### src/rtl/wta_pkg.sv
package wta_pkg;

    typedef enum logic [1:0] {
        REG_CMP_A = 2'd0,
        REG_CMP_B = 2'd1,
        REG_ACC   = 2'd2,
        REG_CTRL  = 2'd3
    } wta_reg_e;

    localparam int CTL_POL   = 0;
    localparam int CTL_FRC_A = 1;
    localparam int CTL_FRC_B = 2;
    localparam int CTL_FLAG  = 3;
    localparam int CTL_ARMED = 4;

endpackage

### src/rtl/wta_regs.sv
module wta_regs
    import wta_pkg::*;
#(
    parameter int TB_W   = 24,
    parameter int DATA_W = 32
) (
    input  logic              clk,
    input  logic              rst_n,
    input  logic              wr_en,
    input  logic [1:0]        wr_addr,
    input  logic [DATA_W-1:0] wr_data,
    input  logic              b_hit,
    output logic [TB_W-1:0]   cmp_a,
    output logic [TB_W-1:0]   cmp_b,
    output logic              pol,
    output logic              flag
);

    typedef struct packed {
        logic [TB_W-1:0] cmp_a;
        logic [TB_W-1:0] cmp_b;
        logic            pol;
        logic            flag;
    } regs_t;

    regs_t s_d, s_q;

    always_comb begin
        s_d = s_q;
        if (wr_en) begin
            unique case (wta_reg_e'(wr_addr))
                REG_CMP_A: s_d.cmp_a = wr_data[TB_W-1:0];
                REG_CMP_B: s_d.cmp_b = wr_data[TB_W-1:0];
                REG_CTRL: begin
                    s_d.pol = wr_data[CTL_POL];
                    if (wr_data[CTL_FLAG]) begin
                        s_d.flag = 1'b0;
                    end
                end
                default: ;
            endcase
        end
        if (b_hit) begin
            s_d.flag = 1'b1;
        end
    end

    always_ff @(posedge clk or negedge rst_n) begin
        if (!rst_n) begin
            s_q <= '0;
        end else begin
            s_q <= s_d;
        end
    end

    assign cmp_a = s_q.cmp_a;
    assign cmp_b = s_q.cmp_b;
    assign pol   = s_q.pol;
    assign flag  = s_q.flag;

endmodule

### src/rtl/wta_match.sv
module wta_match #(
    parameter int TB_W  = 24,
    parameter int N_CMP = 2
) (
    input  logic                       tb_tick,
    input  logic [TB_W-1:0]            tb_val,
    input  logic [N_CMP-1:0][TB_W-1:0] cmp_val,
    output logic [N_CMP-1:0]           hit
);

    for (genvar gi = 0; gi < N_CMP; gi++) begin : g_cmp
        always_comb begin
            hit[gi] = tb_tick && (tb_val == cmp_val[gi]);
        end
    end

endmodule

### src/rtl/wta_accum.sv
module wta_accum #(
    parameter int TB_W = 24
) (
    input  logic            clk,
    input  logic            rst_n,
    input  logic            tb_tick,
    input  logic            sig_in,
    input  logic            pol,
    input  logic            a_hit,
    input  logic            b_hit,
    output logic [TB_W-1:0] acc,
    output logic            armed
);

    localparam logic [TB_W-1:0] ACC_MAX = {TB_W{1'b1}};

    typedef struct packed {
        logic            armed;
        logic [TB_W-1:0] acc;
    } acc_t;

    acc_t s_d, s_q;
    logic level_ok;

    always_comb begin
        level_ok = (sig_in == pol);
        s_d      = s_q;
        if (b_hit) begin
            s_d.armed = 1'b0;
            if (a_hit) begin
                s_d.acc = '0;
            end
        end else if (a_hit) begin
            s_d.armed = 1'b1;
            s_d.acc   = '0;
        end else if (tb_tick && s_q.armed && level_ok && (s_q.acc != ACC_MAX)) begin
            s_d.acc = s_q.acc + 1'b1;
        end
    end

    always_ff @(posedge clk or negedge rst_n) begin
        if (!rst_n) begin
            s_q <= '0;
        end else begin
            s_q <= s_d;
        end
    end

    assign acc   = s_q.acc;
    assign armed = s_q.armed;

endmodule

### src/rtl/win_time_acc.sv
module win_time_acc
    import wta_pkg::*;
#(
    parameter int TB_W   = 24,
    parameter int DATA_W = 32
) (
    input  logic              clk,
    input  logic              rst_n,
    input  logic              tb_tick,
    input  logic [TB_W-1:0]   tb_val,
    input  logic              sig_in,
    input  logic              wr_en,
    input  logic [1:0]        wr_addr,
    input  logic [DATA_W-1:0] wr_data,
    input  logic [1:0]        rd_addr,
    output logic [DATA_W-1:0] rd_data,
    output logic              flag_o,
    output logic              armed_o
);

    localparam int N_CMP = 2;

    logic [TB_W-1:0]            cmp_a;
    logic [TB_W-1:0]            cmp_b;
    logic                       pol;
    logic                       flag;
    logic [N_CMP-1:0][TB_W-1:0] cmp_vec;
    logic [N_CMP-1:0]           hit_vec;
    logic                       a_hit;
    logic                       b_hit;
    logic [TB_W-1:0]            acc_val;
    logic                       armed;

    wta_regs #(.TB_W(TB_W), .DATA_W(DATA_W)) regs_i (
        .clk     (clk),
        .rst_n   (rst_n),
        .wr_en   (wr_en),
        .wr_addr (wr_addr),
        .wr_data (wr_data),
        .b_hit   (b_hit),
        .cmp_a   (cmp_a),
        .cmp_b   (cmp_b),
        .pol     (pol),
        .flag    (flag)
    );

    assign cmp_vec[0] = cmp_a;
    assign cmp_vec[1] = cmp_b;

    wta_match #(.TB_W(TB_W), .N_CMP(N_CMP)) match_i (
        .tb_tick (tb_tick),
        .tb_val  (tb_val),
        .cmp_val (cmp_vec),
        .hit     (hit_vec)
    );

    assign a_hit = hit_vec[0];
    assign b_hit = hit_vec[1];

    wta_accum #(.TB_W(TB_W)) accum_i (
        .clk     (clk),
        .rst_n   (rst_n),
        .tb_tick (tb_tick),
        .sig_in  (sig_in),
        .pol     (pol),
        .a_hit   (a_hit),
        .b_hit   (b_hit),
        .acc     (acc_val),
        .armed   (armed)
    );

    always_comb begin
        rd_data = '0;
        unique case (wta_reg_e'(rd_addr))
            REG_CMP_A: rd_data[TB_W-1:0] = cmp_a;
            REG_CMP_B: rd_data[TB_W-1:0] = cmp_b;
            REG_ACC:   rd_data[TB_W-1:0] = acc_val;
            REG_CTRL: begin
                rd_data[CTL_POL]   = pol;
                rd_data[CTL_FLAG]  = flag;
                rd_data[CTL_ARMED] = armed;
            end
            default: ;
        endcase
    end

    assign flag_o  = flag;
    assign armed_o = armed;

endmodule

### config.mk
export PLATFORM = sky130hd
export DESIGN_NAME = win_time_acc
export DESIGN_NICKNAME = d
export VERILOG_FILES = /design/src/rtl/wta_pkg.sv /design/src/rtl/wta_regs.sv /design/src/rtl/wta_match.sv /design/src/rtl/wta_accum.sv /design/src/rtl/win_time_acc.sv
export SDC_FILE = /design/constraint.sdc
export NUM_CORES = 1
export LEC_CHECK = 0
export BUFFER_PORTS_ARGS = -buffer_cell sky130_fd_sc_hd__buf_4
export CORE_ASPECT_RATIO = 1.4
export CORE_UTILIZATION = 59
export CTS_CLUSTER_SIZE = 16
export DETAILED_ROUTE_END_ITERATION = 16
export PLACE_DENSITY = 0.95
export SLEW_MARGIN = 20
export SYNTH_ARGS = -nofsm -noshare
export SYNTH_HDL_FRONTEND = slang
export SYNTH_SLANG_ARGS = --single-unit
export TNS_END_PERCENT = 10
### constraint.sdc
create_clock -name clk -period 4.26 [get_ports clk]
set_clock_uncertainty 0.2 [all_clocks]
set_input_delay 0.213 -clock clk [delete_from_list [all_inputs] [get_ports clk]]
set_output_delay 0.213 -clock clk [all_outputs]
set_load 0.03 [all_outputs]
==> Word-level counts from Yosys, hierarchy flattened <==
Cells that the tools add are included.
W data, S select, Z words.
{ "word_totals": {"ff_bits": 75, "output_inout_bits": 34, "in_bits": 65, "elab_cells": 47} }
{ "classes": {"mux": 13, "reduce_logical": 17, "addsub": 1, "n_eq_ne": 10} }
{ "op_table": {"columns": ["op", "count"], "rows": [
  ["$mux W24", 3],
  ["$pmux W19 S3", 1],
  ["$eq A24 B24 Y1", 2],
  ["$mux W25", 1],
  ["$add A24 B1 Y24 const B", 1],
  ["$ne A24 B24 Y1 const B", 1],
  ["$reduce_bool A2 Y1", 5],
  ["$pmux W2 S4", 1],
  ["$reduce_and A2 Y1", 4],
  ["$eq A2 B2 Y1 const B", 3],
  ["$pmux W2 S3", 1],
  ["$logic_and A1 B1 Y1", 5],
  ["$mux W1", 5],
  ["$eq A2 B1 Y1 const B", 2],
  ["$logic_not A2 Y1", 2],
  ["$pmux W1 S4", 1],
  ["$reduce_and A3 Y1", 1],
  ["$ne A2 B2 Y1 const B", 1],
  ["$eq A1 B1 Y1", 1]
]} }

==> Longest topological paths before layout <==
Gate-level depths: netlist (run 1).
{ "depth": {"depth_word": 6, "depth_mapped": 9, "depth_no_buf": 7} }

==> Cells and area by module <==
From an unflattened synthesis (run 1), not the netlist that was laid out.
{ "unflattened": {"cells_unflattened": 402, "hier_area_um2": 4474.3} }
{ "by_module_without_submodules": {"columns": ["mod", "n_inst", "area_each_um2", "cells_per_inst", "seq_area_each_um2"], "rows": [
  ["wta_regs", 1, 1901.8, 108, 1251.2],
  ["wta_accum", 1, 1438.9, 165, 625.6],
  ["win_time_acc", 1, 595.6, 63, 0.0],
  ["wta_match", 1, 538.0, 66, 0.0]
]} }

==> Worst setup path before layout (run 1) <==
Ideal clock, no wire load.
{ "synth_timing": {"path_kind": "reg2reg", "from": "register accum_i.s_q (netlist bit accum_i.acc[0])", "to": "register accum_i.s_q (netlist bit accum_i.acc[13])", "required_time_ps": 3920, "setup_time_ps": 140, "arrival_ps": 1721, "stages_incl_launch_ff": 10, "n_path_buf": 2, "period_less_slack_ps": 2061, "path_slack_ps": 2199, "path_cell_list": "dfrtp_1 ha_1 nand2_1 nor4_4 nand4_1 nand4_1 buf_6 buf_12 o311ai_0 o41ai_1"} }
{ "synth_between": {"elab_chain_cells": 4, "elab_cells_between_ends": 8, "classes_between": "add/sub: 1; eq/ne: 1; mux: 3; reduce/logical: 3"} }
{ "synth_rtl": {"columns": ["item", "line_no", "text"], "rows": [
  ["start: declaration", "wta_accum.sv:22", "acc_t s_d, s_q;"],
  ["start signal: assignment", "wta_accum.sv:43", "s_q <= '0;"],
  ["start signal: assignment", "wta_accum.sv:45", "s_q <= s_d;"],
  ["$add A24 B1 Y24 or $ne A24 B24 Y1 (tied branches)", "wta_accum.sv:37, wta_accum.sv:36", null],
  ["$mux W24 or $logic_and A1 B1 Y1 (tied branches)", "wta_accum.sv:36", "end else if (tb_tick && s_q.armed && level_ok && (s_q.acc != ACC_MAX)) begin"],
  ["$mux W24 or $reduce_bool A2 Y1 (tied branches)", null, null],
  ["$mux W25 or $reduce_and A2 Y1 (tied branches)", null, null]
]} }
Several ways; a longest one is shown, not always the timed one. The select of a mux whose other input is x is not followed.
A chain may end at the register's enable or synchronous reset.

==> Worst setup path after layout (run 1) <==
{ "layout_timing": {"from": "register accum_i.s_q (netlist bit accum_i.acc[0])", "to": "register accum_i.s_q (netlist bit accum_i.acc[17])"} }
Same word-level chain as after synthesis.

==> impl_metrics.tcl, run 1 <==
set metrics [dict create \
    pwr_density_cell_nw_per_um2 385 \
    synth-seq-cells 75 \
    critPathLaunchType "flop" \
    antenna_cells 0 \
    fin_nets 579 \
    antenna_found_initial 0 \
    synth_top_family_by_area "multiplexers" \
    grt_util_all_layers_pct 36.7 \
    worst_pin_slew_ps 958 \
    wl_um 13200 \
    maxCapViolCount 0 \
    dieHeight_um 105 \
    h-tree-depth 3 \
    synth_area_leader_cell "dfrtp_1" \
    post-cts-setup-buffer-count 0 \
    synth_compound_area_share_pct 8.45 \
    avgSynthCellArea_um2 10.9 \
    ant_nets 0 \
    grt_max_degree 76 \
    path_class "flop to flop" \
    hpwl_um 8350 \
    core_area_um2 7360 \
    drt_iter0_drc 406 \
    tns_ps 0 \
    p_leak_nw 2.46 \
    met1_usage_pct 43.1 \
    hold_buffers 25 \
    worst-endpoint-arrival_ps 2780 \
    grtUsageMet3_pct 6.98 \
    async_reset_ff_share_pct 100 \
    vias 3961 \
    synth_xor_area_share_pct 9.53 \
    synth_edf_count 0 \
    drc_errors 0 \
    period_needed_ps 2750 \
    clk_pin_slew_ps 80 \
    hold_viol 0 \
    synth_top_area_share_pct 41.7 \
    area_delta_synth_final_pct 23.2 \
    worst_ep_required_time_ps 4290 \
    place_ws_ps 1670 \
    wl_per_cell_um 21.5 \
    setup_ws_ps 1510 \
    status "complete, no violations" \
    yosysUniqueCellTypes 39 \
    gp_congestion 0.884 \
    finalPower_mw 2.14 \
    cts_buffer_depth 2 \
    cts_inserted_buffers 9 \
    grt_pass1_wl_um 21300 \
    ys_seq_area_share_pct 41.7 \
    dieWidth_um 75.8 \
    clock_sinks 75 \
    yosys-top-cells-area "dfrtp_1, mux2_2, mux2i_1, xor2_1, xnor2_1" \
    grt_pass1_vias 3962 \
    postSynthCellCount 415 \
    cp_max_fo 33 \
    synth_area_um2 4500 \
    drive_gt1_share_pct 31.5 \
    hp-class "input port to flop" \
    initial_core_util_pct 61.2 \
    viasPerCell 6.44 \
    top_usage_layer "met2" \
    fin_hold_ws_ps 0.144 \
    post-route-period-util_pct 64.5 \
    synthSimpleGateAreaFrac_pct 15.0 \
    synth_ff_type "dfrtp_1" \
    yosys_warnings 0 \
    die_area_um2 7990 \
    fmax_mhz 364 \
    drtPass1Iterations 5 \
    synthAdderAreaFrac_pct 0.278 \
    post_cts_resized 0 \
    use_met2_pct 58.8 \
    port_buffers 82 \
    maxSlewHeadroom_pct 36.1 \
    io_pins 99 \
    rows 37 \
    synth_mux_area_share_pct 20.4 \
    irDropWorstVdd_v 0.000285 \
    rsz0062_at_grt "no" \
    root_buffer "clkbuf_8" \
    grt-ovfl-total 0 \
    endpoint_kind "flop" \
    drv_slew 0 \
    clk_latency_ps 360 \
    setup_viol 0 \
    cts_tree "built" \
    final_core_util_pct 75.4 \
]
## cell type report
| type | count | area (um2) |
|---|---|---|
| multi-input cells | 312 | 2450 |
| flip-flops and latches | 75 | 1880 |
| fillers | 452 | 1810 |
| repair buffers | 113 | 911 |
| clock buffers | 12 | 155 |
| well taps | 97 | 121 |
| clock inverters | 4 | 25.0 |
| inverters | 2 | 7.51 |
## layer usage
metal  up-vias  part of all wire [%]
met5         -                     0
met4         0                   6.8
met3        72                   5.8
met2       222                    52
met1      1965                    36
li1       1702                     -
## worst max-delay path: stages, from the launching register on
cell and delay [ps]:
dfrtp_1 420, ha_1 200, nand2_1 200, nor4_4 460, nand4_1 160, nand4_1 230, buf_4 370, o311ai_0 230
o41ai_1 140
## cell usage after synthesis (2+ instances only)
library cell  number
buf_6              2
o41ai_1           15
nand2_1           40
o21ai_0           21
o311ai_1           2
nor4_1            11
mux2_2            49
nand4_1           15
clkbuf_1          13
xnor2_1           23
buf_2              7
nor2_1             3
buf_4              8
nand3_1           12
nor4_4             2
mux4_2             3
dfrtp_1           75
inv_1              2
nor3b_1            2
nand2b_1          22
xor2_1            26
mux2i_1           30
o311ai_0          13
and4_4             2
nor3_1             2
and3_1             2
## path summary, 6_finish.rpt
| kind | from | end | slack [ps] | cells past startpoint |
|---|---|---|---|---|
| max | accum_i.acc[0]$_DFFE_PN0P_ | accum_i.acc[17]$_DFFE_PN0P_ | 1510 | 8 |
| min | wr_addr[1] | regs_i.flag$_DFFE_PN0P_ | 0.1 | 3 |
| max reg2reg | accum_i.acc[0]$_DFFE_PN0P_ | accum_i.acc[17]$_DFFE_PN0P_ | 1510 | 8 |
| min reg2reg | regs_i.flag$_DFFE_PN0P_ | regs_i.flag$_DFFE_PN0P_ | 350 | 1 |
| max in group asynchronous | rst_n | accum_i.acc[13]$_DFFE_PN0P_ | 2890 | 2 |
| min in group asynchronous | rst_n | accum_i.acc[11]$_DFFE_PN0P_ | 330 | 2 |
## through the flow
stage | instances | instance area, um2
finish | 615 | 5550
global route | 615 | 5550
CTS | 615 | 5550
detailed placement | 574 | 5120
global placement | 574 | 5120
floorplan | 422 | 4530
## flip-flops by register name, indices dropped and copies added (netlist names)
register       cells
regs_i.flag        1
regs_i.pol         1
regs_i.cmp_a      24
accum_i.armed      1
accum_i.acc       24
regs_i.cmp_b      24
## logic make-up after synthesis
family | count (synthesis)
AOI/OAI and AO/OA | 53
adders and majority gates | 1
buffers and inverters | 35
muxes | 82
DFF | 75
and+or+nand+nor | 119
xor gates and xnor gates | 49
other | 1
## report_power, final
group | switching, mW | internal, mW | total, mW
Combinational | 0.356 | 0.305 | 0.661
Sequential | 0.135 | 0.826 | 0.961
Clock | 0.273 | 0.241 | 0.515
Total | 0.764 | 1.37 | 2.14
## layout by cell type, fill, tap and decap left out, types with 2 or more instances in the layout
cell,netlist,final
inv_1,2,2
dlygate4sd3_1,0,25
xor2_1,26,26
buf_4,8,88
and3_1,2,2
o311ai_0,13,13
o41ai_1,15,15
clkbuf_8,0,11
clkinv_2,0,2
nand2b_1,22,22
and4_4,2,2
dfrtp_1,75,75
mux2i_1,30,30
nand4_1,15,15
nand2_1,40,40
nor4_4,2,2
nor3_1,2,2
mux4_2,3,3
o21ai_0,21,21
nor4_1,11,11
clkinvlp_4,0,2
xnor2_1,23,23
mux2_2,49,49
nor2_1,3,3
o311ai_1,2,2
nand3_1,12,12
conb_1,1,8
(Power assumes the default switching activity.)
==> run 2: changes to the inputs <==
--- a/config.mk
+++ b/config.mk
@@ -7,10 +7,10 @@
 export LEC_CHECK = 0
 export BUFFER_PORTS_ARGS = -buffer_cell sky130_fd_sc_hd__buf_4
 export CORE_ASPECT_RATIO = 1.4
-export CORE_UTILIZATION = 59
+export CORE_UTILIZATION = 50
 export CTS_CLUSTER_SIZE = 16
 export DETAILED_ROUTE_END_ITERATION = 16
-export PLACE_DENSITY = 0.95
+export PLACE_DENSITY = 0.89
 export SLEW_MARGIN = 20
 export SYNTH_ARGS = -nofsm -noshare
 export SYNTH_HDL_FRONTEND = slang
==> constraint.sdc (replaced) <==
create_clock -name clk -period 2.3 [get_ports clk]
set_clock_uncertainty 0.2 [all_clocks]
set_input_delay 0.115 -clock clk [delete_from_list [all_inputs] [get_ports clk]]
set_output_delay 0.115 -clock clk [all_outputs]
set_load 0.03 [all_outputs]
==> impl_metrics.tcl, run 2 (synthesis results as in run 1) <==
set metrics [dict create \
    drc_errors 0 \
    critPathLaunchType "flop" \
    grt_max_degree 76 \
    area_delta_synth_final_pct 32.2 \
    internal_power_mw 3.29 \
    dieHeight_um 114 \
    violations "setup timing" \
    rows 40 \
    swShare_pct 31.4 \
    maxCapViolCount 0 \
    clock_sinks 75 \
    cts_inserted_buffers 9 \
    finalPower_mw 4.80 \
    cts_tree "built" \
    final_common_cell "buf_4" \
    setup_ws_ps -12.2 \
    pwr_density_cell_nw_per_um2 807 \
    hold_viol 0 \
    cp_max_fo 49 \
    design_area_um2 5950 \
    r2r_cells 7 \
    hpwl_um 8370 \
    irDropWorstVdd_v 0.000581 \
    core_area_um2 8660 \
    h-tree-depth 3 \
    layout_common_cells "buf_4, dfrtp_1, mux2_2" \
    grt_util_all_layers_pct 31.6 \
    dieWidth_um 82.2 \
    die_area_um2 9390 \
    pwr-share-comb_pct 26.4 \
    antenna_found_initial 1 \
    fmax_mhz 432 \
    fin_nets 590 \
    grt-ovfl-total 0 \
    post-route-period-util_pct 101 \
    fin_hold_ws_ps 166 \
    worst-endpoint-arrival_ps 2320 \
    port_buffers 82 \
    worst_ep_required_time_ps 2300 \
    period_needed_ps 2310 \
    initial_core_util_pct 52.0 \
    setup_viol 2 \
    drv_slew 0 \
    maxSlewHeadroom_pct 35.7 \
    status "finished with violations" \
    drive_gt1_share_pct 33.6 \
    drt_iter0_drc 719 \
    gp_congestion 0.857 \
    grt_pass1_vias 4010 \
    clk_latency_ps 340 \
    wl_um 14400 \
    hp-class "input port to flop" \
    drtPass1Iterations 6 \
    viasPerCell 6.39 \
    wl_per_cell_um 22.7 \
    root_buffer "clkbuf_16" \
    cts_buffer_depth 2 \
    path_class "flop to flop" \
    power_switching_mw 1.51 \
    io_pins 99 \
    seq_power_share_pct 36.9 \
    rsz0062_at_grt "yes" \
    grt_pass1_wl_um 21400 \
    endpoint_kind "flop" \
    clk_pin_slew_ps 60 \
    final_core_util_pct 68.7 \
    holdPathStages 4 \
    worst_pin_slew_ps 964 \
    p_leak_nw 2.63 \
    power_frac_clock_pct 36.6 \
    vias 4066 \
    place_area_um2 5190 \
    ant_nets 0 \
]
run 2: timing repair:
| action | CTS | global route |
|---|---|---|
| hold buffers | 28 | 0 |
| endpoints found under the setup margin | 0 | 23 |
| hold endpoints to repair | 125 | 0 |
| buffers inserted | 0 | 1 |
| resized for setup | 0 | 15 |
run 2: cell type report:
cell class / instances / area, um2
Clock inverter: 6 / 136
Antenna cell: 2 / 5.00
Multi-Input combinational cell: 312 / 2500
Timing Repair Buffer: 124 / 1070
Tap cell: 105 / 131
Fill cell: 524 / 2710
Clock buffer: 10 / 229
Inverter: 2 / 7.51
Sequential cell: 75 / 1880
run 2: power by group through the flow:
stage / sequential (mW) / combinational, mW / clock [mW]
after floorplan: 1.71 / 0.784 / 0
after global placement: 1.75 / 1.12 / 0
after detailed placement: 1.77 / 1.15 / 0
after CTS: 1.76 / 1.21 / 1.74
after global routing: 1.80 / 1.34 / 1.82
final: 1.77 / 1.27 / 1.76
run 2: critical path: stages (launching register included):
cell	delay (ps)
dfrtp_1	400
xnor2_1	330
nand4_1	170
nor4_2	330
nand4_1	210
buf_12	240
o311ai_1	130
o41ai_2	150
run 2: metrics by stage:
step	std cells	worst slack (ps)	TNS, ps
floorplan	422	239	0
global placement	587	158	0
detailed placement	587	100	0
CTS	631	77.1	0
global route	635	-97.3	-950
finish	636	-12.2	-19.4
run 2: final timing paths:
path / from / endpoint / slack, ps
worst max register to register: regs_i.cmp_a[13]$_DFFE_PN0P_ / accum_i.acc[13]$_DFFE_PN0P_ / -10
worst min register to register: regs_i.cmp_b[12]$_DFFE_PN0P_ / regs_i.cmp_b[12]$_DFFE_PN0P_ / 360
worst max-delay path: regs_i.cmp_a[13]$_DFFE_PN0P_ / accum_i.acc[13]$_DFFE_PN0P_ / -10
min in group asynchronous: rst_n / accum_i.acc[14]$_DFFE_PN0P_ / 270
worst min-delay path: tb_tick / accum_i.acc[3]$_DFFE_PN0P_ / 170
max in group asynchronous: rst_n / regs_i.cmp_a[0]$_DFFE_PN0P_ / 1010
run 2: routing by layer:
layer	share of wire, %	GRT usage, %	up-vias
li1	-	-	1720
met2	51	52.0	294
met5	0	0	-
met1	35	36.5	1959
met3	6.5	6.06	93
met4	7.2	20.9	0
==> run 3: changes to the inputs <==
--- a/config.mk
+++ b/config.mk
@@ -5,13 +5,14 @@
 export SDC_FILE = /design/constraint.sdc
 export NUM_CORES = 1
 export LEC_CHECK = 0
+export ABC_AREA = 1
 export BUFFER_PORTS_ARGS = -buffer_cell sky130_fd_sc_hd__buf_4
 export CORE_ASPECT_RATIO = 1.4
-export CORE_UTILIZATION = 50
+export CORE_UTILIZATION = 52
 export CTS_CLUSTER_SIZE = 16
 export DETAILED_ROUTE_END_ITERATION = 16
-export PLACE_DENSITY = 0.89
-export SLEW_MARGIN = 20
+export PLACE_DENSITY = 0.9
+export SLEW_MARGIN = 5
 export SYNTH_ARGS = -nofsm -noshare
 export SYNTH_HDL_FRONTEND = slang
 export SYNTH_SLANG_ARGS = --single-unit
==> impl_metrics.tcl, run 3 <==
set metrics [dict create \
    critPathLaunchType "flop" \
    p_leak_nw 3.84 \
    worst-endpoint-arrival_ps 2260 \
    ant_nets 0 \
    gp_congestion 1.01 \
    hold_viol 0 \
    worst_pin_slew_ps 954 \
    maxCapViolCount 0 \
    fin_hold_ws_ps 161 \
    internal_power_mw 3.01 \
    synth_top_area_share_pct 33.8 \
    holdPathStages 6 \
    antenna_found_initial 0 \
    port_buffers 82 \
    ys_seq_area_share_pct 33.8 \
    path_class "flop to flop" \
    h-tree-depth 3 \
    area_delta_synth_final_pct 25.0 \
    worst_ep_required_time_ps 2380 \
    grt_max_degree 76 \
    synth_edf_count 0 \
    irDropWorstVdd_v 0.000383 \
    yosys_warnings 0 \
    cp_slowest_cell "dfrtp_1" \
    initial_core_util_pct 53.4 \
    status "complete, no violations" \
    cts_inserted_buffers 9 \
    antenna_cells 0 \
    final_cell_count_no_fill 1170 \
    drt-met1-wl_um 6690 \
    root_buffer "clkbuf_16" \
    dieHeight_um 124 \
    cts_tree "built" \
    period_needed_ps 2190 \
    grt-ovfl-total 0 \
    viasPerCell 5.38 \
    yosysMostFrequentCell "nand2_1" \
    clk_pin_slew_ps 60 \
    avgSynthCellArea_um2 6.08 \
    post-cts-setup-buffer-count 0 \
    wl_um 17800 \
    grt_util_all_layers_pct 33.4 \
    final_common_cell "nand2_1" \
    cp_max_fo 7 \
    r2r_cells 12 \
    synth_area_leader_cell "dfrtp_1" \
    worstReg2RegEnd "accum_i.acc[0]$_DFFE_PN0P_" \
    io_pins 99 \
    wl_met3_um 1260 \
    pwr-share-comb_pct 29.4 \
    drive_gt1_share_pct 12.5 \
    seq_power_share_pct 36.7 \
    clk_latency_ps 340 \
    endpoint_kind "flop" \
    dp.cells 1126 \
    hpwl_um 13100 \
    cpPeakStageDelay_ps 440 \
    vias 6289 \
    fmax_mhz 457 \
    rows 44 \
    async_reset_ff_share_pct 100 \
    critPathBufInv 3 \
    drv_slew 0 \
    wl_per_cell_um 15.2 \
    hp-class "input port to flop" \
    clock_sinks 75 \
    power_frac_clock_pct 33.8 \
    wl_met2_um 8820 \
    core_area_um2 10400 \
    drt_iter0_drc 482 \
    crit_chain "ha_1, nand2_1, inv_2, nand2_1, inv_2, nand2_2, nor2_4, nand4_2, nand3_2, buf_4, nand3_1, nand2_1" \
    post-route-period-util_pct 95.1 \
    tns_ps 0 \
    layout_common_cells "nand2_1, inv_1, nor2_1" \
    cp_top_family "simple AND/OR/NAND/NOR gates" \
    r2r-start "accum_i.acc[0]$_DFFE_PN0P_" \
    setup_viol 0 \
    yosys-top-cells-area "dfrtp_1, nand2_1, inv_1, nor2_1, o21ai_0" \
    yosysUniqueCellTypes 34 \
    fin_nets 1093 \
    routed.top_layer "met4" \
    dieWidth_um 89.4 \
    drc_errors 0 \
    synth_common_cells "nand2_1, inv_1, nor2_1" \
    min_to "accum_i.armed$_DFFE_PN0P_" \
    cts_buffer_depth 2 \
    grt_pass1_vias 5793 \
    rrSetupSlack_ps 110 \
    pwr_density_cell_nw_per_um2 666 \
    power_switching_mw 1.62 \
    maxSlewHeadroom_pct 36.4 \
    drtPass1Iterations 7 \
    synth_area_um2 5560 \
    crit_top_cell "nand2_1" \
    swShare_pct 35.0 \
    die_area_um2 11100 \
    worst-path-stages 12 \
    grt_pass1_wl_um 27800 \
    postSynthCellCount 914 \
    fillCellCount 887 \
    rsz0062_at_grt "no" \
    synth_ff_type "dfrtp_1" \
    synth-seq-cells 75 \
    hold_start "tb_val[23]" \
]
-- run 3: cell count changes after synthesis, sizes merged, moves of 17 or more --
| cell | before | now |
|---|---|---|
| nand2 | 40 | 371 |
| inv | 2 | 136 |
| nor2 | 4 | 114 |
| mux2 | 49 | 0 |
| o21ai | 21 | 59 |
| nand3 | 13 | 44 |
| mux2i | 30 | 0 |
| nand2b | 22 | 0 |
| o221ai | 0 | 19 |
| xnor2 | 23 | 6 |
-- run 3: logic make-up after synthesis --
logic type | synth area share [%]
AND/OR/NAND/NOR | 41.2
buffers and inverters | 12.0
AO/OA/AOI/OAI | 9.11
flip-flops | 33.8
XOR/XNOR | 3.62
adder cells (fa/ha/maj) | 0.225
other | 0.0674
-- run 3: layer usage --
layer | global-route usage [%] | vias up
met1 | 39.1 | 2849
li1 | - | 3033
met4 | 19.7 | 0
met5 | 0 | -
met2 | 56.4 | 326
met3 | 4.77 | 81
-- run 3: how the worst max path moves through the flow --
stage / startpoint / end / slack (ps)
global route: accum_i.acc[0]$_DFFE_PN0P_ / accum_i.acc[0]$_DFFE_PN0P_ / 40
global placement: accum_i.acc[0]$_DFFE_PN0P_ / accum_i.acc[14]$_DFFE_PN0P_ / 290
detailed placement: accum_i.acc[0]$_DFFE_PN0P_ / accum_i.acc[23]$_DFFE_PN0P_ / 250
finish: accum_i.acc[0]$_DFFE_PN0P_ / accum_i.acc[0]$_DFFE_PN0P_ / 110
CTS: accum_i.acc[0]$_DFFE_PN0P_ / accum_i.acc[0]$_DFFE_PN0P_ / 170
floorplan: accum_i.acc[0]$_DFFE_PN0P_ / accum_i.acc[10]$_DFFE_PN0P_ / 390
-- run 3: power groups by stage --
stage | registers, mW | logic [mW] | clock network, mW
CTS | 1.69 | 1.35 | 1.57
global route | 1.72 | 1.50 | 1.63
finish | 1.70 | 1.36 | 1.57
detailed placement | 1.71 | 1.29 | 0
floorplan | 1.65 | 0.889 | 0
global placement | 1.71 | 1.26 | 0
-- run 3: worst register-to-register path, stage by stage, from the launching register on --
cell and delay [ps]:
dfrtp_1 440, ha_1 210, nand2_1 80, inv_2 70, nand2_1 140, inv_2 110
nand2_2 70, nor2_4 140, nand4_2 100, nand3_2 150, buf_4 180, nand3_1 120
nand2_1 110
-- run 3: what timing repair did --
action / CTS / global route
resized for setup: 0 / 1
hold buffers: 28 / 0
endpoints found under the setup margin: 0 / 1
hold endpoints to repair: 125 / 0
-- run 3: final cells by class --
type | count | area (um2) | share of cell area, %
inverters | 136 | 510 | 7.35
clock inverters | 4 | 72.6 | 1.04
flip-flops and latches | 75 | 1880 | 27.0
repair buffers | 124 | 1010 | 14.6
multi-input cells | 681 | 3050 | 43.8
clock buffers | 12 | 256 | 3.69
well taps | 138 | 173 | 2.48
-- run 3: through the flow --
step | power (mW) | utilization, % | setup WS (ps) | cell area (um2)
after CTS | 4.61 | 66.8 | 171 | 6950
after detailed placement | 3.00 | 60.9 | 254 | 6340
after global placement | 2.97 | 60.9 | 293 | 6340
after global routing | 4.86 | 66.8 | 41.7 | 6950
after floorplan | 2.54 | - | 391 | 5590
final | 4.63 | 66.8 | 112 | 6950
